<file path="config.mk">
export PLATFORM = sky130hd
export DESIGN_NAME = rs485_dir_ctrl
export DESIGN_NICKNAME = d
export VERILOG_FILES = /design/src/rtl/rs485_dir_pkg.sv /design/src/rtl/rs485_turn_timer.sv /design/src/rtl/rs485_dir_seq.sv /design/src/rtl/rs485_dir_ctrl.sv
export SDC_FILE = /design/constraint.sdc
export NUM_CORES = 1
export LEC_CHECK = 0
export BUFFER_PORTS_ARGS = -buffer_cell sky130_fd_sc_hd__buf_2
export CAP_MARGIN = 20
export CORE_MARGIN = 1
export CORE_UTILIZATION = 52
export CTS_CLUSTER_SIZE = 25
export DETAILED_ROUTE_END_ITERATION = 8
export PLACE_DENSITY = 0.76
export SKIP_LAST_GASP = 1
export SLEW_MARGIN = 20
export SYNTH_ARGS = -nofsm -noshare
export SYNTH_HDL_FRONTEND = slang
export SYNTH_SLANG_ARGS = --single-unit
</file>
<file path="constraint.sdc">
create_clock -name clk -period 2.4 [get_ports clk]
set_clock_uncertainty 0.05 [all_clocks]
set_input_delay 0.6 -clock clk [delete_from_list [all_inputs] [get_ports clk]]
set_output_delay 0.6 -clock clk [all_outputs]
set_load 0.1 [all_outputs]
</file>
<file path="src/rtl/rs485_dir_pkg.sv">
package rs485_dir_pkg;
  typedef enum logic [1:0] {
    ST_IDLE = 2'd0,
    ST_SEND = 2'd1,
    ST_HOLD = 2'd2
  } dir_state_e;
endpackage

</file>
<file path="src/rtl/rs485_turn_timer.sv">
// Turnaround hold counter: loaded with the captured delay, counts down on baud ticks.
module rs485_turn_timer #(
  parameter int CNT_W = 8
) (
  input  logic             clk,
  input  logic             rst,
  input  logic             load,
  input  logic [CNT_W-1:0] load_val,
  input  logic             clear,
  input  logic             tick,
  output logic             done,
  output logic [CNT_W-1:0] cnt
);
  localparam logic [CNT_W-1:0] ONE = CNT_W'(1);

  logic [CNT_W-1:0] cnt_q;

  always_ff @(posedge clk) begin
    if (rst) begin
      cnt_q <= '0;
    end else if (load) begin
      cnt_q <= load_val;
    end else if (clear) begin
      cnt_q <= '0;
    end else if (tick && cnt_q != '0) begin
      cnt_q <= cnt_q - ONE;
    end
  end

  assign done = tick && (cnt_q == ONE);
  assign cnt  = cnt_q;
endmodule

</file>
<file path="src/rtl/rs485_dir_seq.sv">
// Direction sequencer: idle, sending, turnaround hold.
module rs485_dir_seq
  import rs485_dir_pkg::*;
(
  input  logic clk,
  input  logic rst,
  input  logic en,
  input  logic wr,
  input  logic empty,
  input  logic stop_done,
  input  logic dly_zero,
  input  logic timer_done,
  output logic timer_load,
  output logic timer_clear,
  output logic active_nxt
);
  dir_state_e state_q, state_d;

  always_comb begin
    state_d     = state_q;
    timer_load  = 1'b0;
    timer_clear = 1'b0;
    if (!en) begin
      state_d     = ST_IDLE;
      timer_clear = 1'b1;
    end else begin
      unique case (state_q)
        ST_IDLE: begin
          if (wr) state_d = ST_SEND;
        end
        ST_SEND, ST_HOLD: begin
          if (wr || !empty) begin
            // queued data cancels any running hold
            state_d     = ST_SEND;
            timer_clear = 1'b1;
          end else if (stop_done) begin
            if (dly_zero) begin
              state_d     = ST_IDLE;
              timer_clear = 1'b1;
            end else begin
              state_d    = ST_HOLD;
              timer_load = 1'b1;
            end
          end else if (state_q == ST_HOLD && timer_done) begin
            state_d = ST_IDLE;
          end
        end
        default: state_d = ST_IDLE;
      endcase
    end
  end

  always_ff @(posedge clk) begin
    if (rst) state_q <= ST_IDLE;
    else     state_q <= state_d;
  end

  assign active_nxt = (state_d != ST_IDLE);
endmodule

</file>
<file path="src/rtl/rs485_dir_ctrl.sv">
module rs485_dir_ctrl #(
  parameter int DLY_W = 8
) (
  input  logic             clk,
  input  logic             rst,
  input  logic             cfg_en,
  input  logic             cfg_inv,
  input  logic [DLY_W-1:0] cfg_delay,
  input  logic             fifo_wr,
  input  logic             fifo_empty,
  input  logic             tx_stop_done,
  input  logic             baud_tick,
  output logic             dir_out
);
  logic             t_load;
  logic             t_clear;
  logic             t_done;
  logic             active_nxt;
  logic [DLY_W-1:0] hold_cnt;

  rs485_dir_seq u_seq (
    .clk        (clk),
    .rst        (rst),
    .en         (cfg_en),
    .wr         (fifo_wr),
    .empty      (fifo_empty),
    .stop_done  (tx_stop_done),
    .dly_zero   (cfg_delay == '0),
    .timer_done (t_done),
    .timer_load (t_load),
    .timer_clear(t_clear),
    .active_nxt (active_nxt)
  );

  rs485_turn_timer #(.CNT_W(DLY_W)) u_timer (
    .clk     (clk),
    .rst     (rst),
    .load    (t_load),
    .load_val(cfg_delay),
    .clear   (t_clear),
    .tick    (baud_tick),
    .done    (t_done),
    .cnt     (hold_cnt)
  );

  // asserted level equals cfg_inv, released level is its complement
  always_ff @(posedge clk) begin
    if (rst) dir_out <= 1'b1;
    else     dir_out <= active_nxt ? cfg_inv : ~cfg_inv;
  end
endmodule

</file>
After elaboration in Yosys (flattened, before gate mapping)
Cells that the tools add are included.
{"block": "totals", "word_cells": 40, "reg_bits": 11}
{"block": "op_classes", "bitwise": 1, "n_eq_ne": 3, "n_reduce_logical": 11, "muxes": 21, "n_addsub": 1}
{"cell": "8-bit two-way mux", "count": 3}
{"cell": "2-bit two-way mux", "count": 6}
{"cell": "1-bit two-way mux", "count": 11}
{"cell": "8-bit by 1-bit == test with 1-bit output, second input constant", "count": 1}
{"cell": "8-bit logical NOT", "count": 1}
{"cell": "8-bit nonzero test", "count": 1}
{"cell": "8-bit by 1-bit subtractor with 8-bit output, second input constant", "count": 1}
{"cell": "2-bit one-hot mux with 2 select lines", "count": 1}
{"cell": "1-bit logical AND", "count": 3}
{"cell": "3-bit nonzero test", "count": 1}
{"cell": "2-bit by 1-bit == test with 1-bit output, second input constant", "count": 1}
{"cell": "2-bit == test, second input constant", "count": 1}
{"cell": "2-bit logical NOT", "count": 1}
{"cell": "2-bit nonzero test", "count": 1}
{"cell": "2-bit OR reduction", "count": 1}
{"cell": "1-bit logical NOT", "count": 1}
{"cell": "1-bit logical OR", "count": 1}
{"cell": "1-bit inverter", "count": 1}

Longest topological paths before layout
{"block": "depth", "word_depth": 10, "mapped_depth": 8, "mapped_depth_nobuf": 7}

Modules after synthesis
From an unflattened synthesis, not the netlist that was laid out.
{"block": "unflattened", "cells_unflattened": 106, "hier_area_um2": 847.1}
{"mod": "rs485_turn_timer", "seq_area_each_um2": 160.2, "area_each_um2": 595.6, "instances": 1, "cells_each": 74}
{"mod": "rs485_dir_seq", "seq_area_each_um2": 40.0, "area_each_um2": 197.7, "instances": 1, "cells_each": 26}
{"mod": "rs485_dir_ctrl", "seq_area_each_um2": 20.0, "area_each_um2": 53.8, "instances": 1, "cells_each": 6}

Worst setup path before layout
OpenSTA, ideal clock, no wires.
{"block": "synth_timing", "path_kind": "input port to flip-flop", "startpoint": "input baud_tick", "endpoint": "register dir_out", "arrival_ps": 1583, "cell_stages": 5, "setup_ps": 80, "n_path_buf": 0, "setup_slack_ps": 687, "required_time_ps": 2270, "cell_sequence": "and3_1 > and3_1 > or4_1 > nand4_1 > nor3b_1"}
{"block": "synth_between", "elab_chain_cells": 9}
{"element": "start: declaration", "line": "rs485_dir_ctrl.sv:12", "text": "input logic baud_tick,"}
{"element": "1-bit logical AND", "line": "rs485_turn_timer.sv:30", "text": "assign done = tick && (cnt_q == ONE);"}
{"element": "1-bit logical AND", "line": "rs485_dir_seq.sv:44", "text": "end else if (state_q == ST_HOLD && timer_done) begin"}
{"element": "2-bit two-way mux", "line": "rs485_dir_seq.sv:44"}
{"element": "2-bit two-way mux", "line": "rs485_dir_seq.sv:36", "text": "end else if (stop_done) begin"}
{"element": "2-bit two-way mux", "line": "rs485_dir_seq.sv:32", "text": "if (wr || !empty) begin"}
{"element": "2-bit one-hot mux with 2 select lines", "line": "rs485_dir_seq.sv:27", "text": "unique case (state_q)"}
{"element": "2-bit two-way mux", "line": "rs485_dir_seq.sv:23", "text": "if (!en) begin"}
{"element": "2-bit nonzero test", "line": "rs485_dir_seq.sv:58", "text": "assign active_nxt = (state_d != ST_IDLE);"}
{"element": "1-bit two-way mux", "line": "rs485_dir_ctrl.sv:49", "text": "else dir_out <= active_nxt ? cfg_inv : ~cfg_inv;"}
{"element": "end signal: assignment", "line": "rs485_dir_ctrl.sv:49"}
{"element": "end: declaration", "line": "rs485_dir_ctrl.sv:13", "text": "output logic dir_out"}
Every way passes these cells.
A chain may end at the register's enable or synchronous reset.

Final worst setup path
{"block": "layout_timing", "startpoint": "register u_seq.state_q[0]", "endpoint": "register u_timer.cnt_q[6], in the netlist u_timer.cnt[6]"}
{"block": "layout_between", "elab_chain_cells": 6, "elab_cells_between_ends": 10, "classes_between": "2 x eq/ne; 6 x mux; 2 x reduce/logical"}
{"element": "start: declaration", "line": "rs485_dir_seq.sv:17", "text": "dir_state_e state_q, state_d;"}
{"element": "start signal: assignment", "line": "rs485_dir_seq.sv:55", "text": "else state_q <= state_d;"}
{"element": "2-bit by 1-bit == test with 1-bit output / 2-bit == test (equally long branches)", "line": "rs485_dir_seq.sv:27"}
{"element": "2-bit OR reduction *", "line": "rs485_dir_seq.sv:27"}
{"element": "1-bit two-way mux", "line": "rs485_dir_seq.sv:27"}
{"element": "1-bit two-way mux", "line": "rs485_dir_seq.sv:23"}
{"element": "8-bit two-way mux", "line": "rs485_turn_timer.sv:23", "text": "end else if (clear) begin"}
{"element": "8-bit two-way mux", "line": "rs485_turn_timer.sv:21", "text": "end else if (load) begin"}
{"element": "end signal: assignment", "line": "rs485_turn_timer.sv:22", "text": "cnt_q <= load_val;"}
{"element": "end signal: assignment", "line": "rs485_turn_timer.sv:26", "text": "cnt_q <= cnt_q - ONE;"}
{"element": "end: declaration", "line": "rs485_turn_timer.sv:16", "text": "logic [CNT_W-1:0] cnt_q;"}
Mark *: on every way between the ends. The rest lies on a longest branch, timed or not.

==> results.ini <==
[run_status]
status = finished, final reports clean

[sta]
period_needed_ps = 1920
finalSetupTns_ps = 0
rsz0062_at_grt = false
fin_ws_ps = 484
finalSetupViolCount = 0
slew_headroom_pct = 53.7
final_hold_viol_count = 0
fmax_mhz = 522
fin_crit_sh_pct = 79.8
tightestPinTransition_ps = 688
final_max_slew_viol_count = 0

[clock_network]
path_clk_slew_ps = 70
clock_path_buffers = 2
numClockSinks = 11
post-cts-setup-buffer-count = 0
cts-hold-fix-buffers = 0
cts_tree = done
ctsResizeCount = 0
h-tree-depth = 1
clockRootBuffer = clkbuf_4
cts_buffers = 3
clk_latency_ps = 270

[grt]
grt_pass1_wl_um = 3020
grt_pass1_vias = 726
gr-usage-all-layers_pct = 22.2
grt_max_degree = 13
grt-ovfl-total = 0
grt_antenna_before_repair = 0

[place]
hpwlAfterDp_um = 1440
placement.io_buffers = 16
dpl-instance-area_um2 = 906
pre_cts_ws_ps = 430
gp_congestion = 0.809

[hold_path]
hold_path_depth = 2
min_path_type = flip-flop to flip-flop

[route]
drt_iter0_drc = 14
vias = 857
drcViolationCount = 0
wl_per_cell_um = 14.0
first_pass_iters = 4
routed_wl_um = 1900
ant_nets = 0
vias_per_cell = 6.30

[power_and_ir_drop]
pwr-share-comb_pct = 34.7
power.density_mw_per_mm2 = 567
p_switching_uw = 187
internal_power_uw = 341
p_clk_share_pct = 23.7
p_sw_share_pct = 35.5
leakagePower_uw = 0.000388
total_power_uw = 528
seq_power_share_pct = 41.6
peakVddDrop_v = 0.000370

[flow_run]
cap_viol_max_count = 0

[critical_path]
ff2ff_path_depth = 7
critPathKind = flip-flop to flip-flop
startpoint_type = flip-flop
critPathArrivalTime_ps = 2020
cp-end-kind = flip-flop
rrSetupSlack_ps = 480
cp_max_fo = 5
required_ps = 2500

[logic_synthesis]
synth_compound_area_share_pct = 27.5
synth_fa_ha_area_share_pct = 9.23
synth_top_family_by_area = simple AND/OR/NAND/NOR gates
avgSynthCellArea_um2 = 7.90
synth_xor_area_share_pct = 1.08
synthMuxAreaShare_pct = 0
synth_simple_gate_area_share_pct = 29.7
ys_warn_count = 0
synthDistinctLibCells = 33
synth_area_um2 = 813
ys_seq_area_share_pct = 27.1
synth_nets = 125
syn_inst = 103
ys_ff_latch = 11

[layout]
syn_to_final_growth_pct = 14.6
final_cell_area_um2 = 932
nets = 144
antennaDiodeCount = 0
drive_gt1_share_pct = 19.8

[floorplanning]
initial_core_util_pct = 58.8
rows = 13
dieArea_mm2 = 0.00173
die_h_um = 41.5
core_area_mm2 = 0.00138
ios = 17
die_w_um = 41.5

-- per-layer routing --
| layer | GRT usage [%] | wire [um] | part of all wire [%] | vias up |
|---|---|---|---|---|
| li1 | - | - | - | 427 |
| met3 | 1.30 | 93 | 4.9 | 5 |
| met4 | 9.68 | 34 | 1.8 | 0 |
| met5 | 0 | 0 | 0 | - |
| met1 | 32.4 | 936 | 49 | 401 |
| met2 | 33.4 | 834 | 44 | 24 |
-- critical path, cell delays in order (launching register included) --
cell and delay, ps:
dfxtp_1 370, inv_1 90, ha_1 330, inv_1 70, o21ai_0 560, a41oi_1 100, a21oi_1 160, nor3_1 60
-- worst paths after layout --
check                         to             start
setup / recovery  u_timer.cnt[6]  u_seq.state_q[0]
hold / removal    u_timer.cnt[1]    u_timer.cnt[1]
hold reg to reg   u_timer.cnt[1]    u_timer.cnt[1]
setup reg to reg  u_timer.cnt[6]  u_seq.state_q[0]
-- power groups by stage --
| stage | logic [uW] | clock network [uW] | registers [uW] |
|---|---|---|---|
| 3_3_place_gp | 177 | 0 | 223 |
| 4_1_cts | 182 | 127 | 219 |
| 5_1_grt | 201 | 141 | 222 |
| 6_report | 183 | 125 | 219 |
| 2_1_floorplan | 126 | 0 | 232 |
| 3_5_place_dp | 180 | 0 | 223 |
-- Yosys cell counts, drive strengths merged --
master  number  area share (%)
and3         2             1.5
nand4        1            0.77
nand3b       1            0.92
or3          1            0.77
nor4         5             5.7
a32oi        1             1.1
a22o         2             2.2
inv          8             3.7
a211oi       6             6.2
o41a         1             1.4
o21a         2             1.8
nand2b       3             2.3
xor2         1             1.1
nor3         8             4.9
nor2         9             4.2
dfxtp       11              27
nor3b        3             2.8
a31oi        5             4.6
nor2b        1            0.77
ha           6             9.2
a21oi       10             6.2
clkbuf       1            0.46
or4          2             2.3
a41oi        1             1.1
a21o         1            0.92
buf          2             1.2
nand2        6             2.8
o21ai        2             1.2
a22oi        1            0.92
-- state kept, by name, indices dropped and copies added, names as in the netlist --
| register | count |
|---|---|
| dir_out | 1 |
| u_seq.state_q | 2 |
| u_timer.cnt | 8 |
-- cell families after synthesis --
| family | after synthesis |
|---|---|
| buffers and inverters | 11 |
| AND/OR/NAND/NOR | 42 |
| XOR/XNOR | 1 |
| adder cells (fa/ha/maj) | 6 |
| AO/OA/AOI/OAI | 32 |
| flip-flops | 11 |
-- cells in the final DEF (no fill, tap or decap), types with 2 or more instances in the layout --
cell type	Yosys	routed
nor3b_1	3	3
nor2_1	9	9
nand2_1	6	6
o21ai_0	2	2
buf_2	2	16
a211oi_1	5	5
ha_1	6	6
o21a_1	2	2
a21oi_1	10	10
a22o_1	2	2
and3_1	2	2
dfxtp_1	11	11
nor4_1	4	4
a31oi_1	4	4
inv_1	8	8
nor3_1	8	8
nand2b_1	3	3
clkbuf_4	0	3
-- layout make-up --
| class | instances | area [um2] |
|---|---|---|
| well taps | 15 | 18.8 |
| inverters | 8 | 30.0 |
| repair buffers | 17 | 87.6 |
| clock buffers | 4 | 26.3 |
| multi-input cells | 81 | 549 |
| flip-flops and latches | 11 | 220 |
| fillers | 118 | 450 |
-- stage by stage --
stage / utilization, % / cells / hold WS [ps]
after floorplan: - / 103 / 444
after global placement: 65.5 / 132 / 495
after detailed placement: 65.5 / 132 / 480
after CTS: 67.4 / 136 / 486
after global routing: 67.4 / 136 / 517
final: 67.4 / 136 / 492
Note: power is estimated with default switching activity, not from simulation.
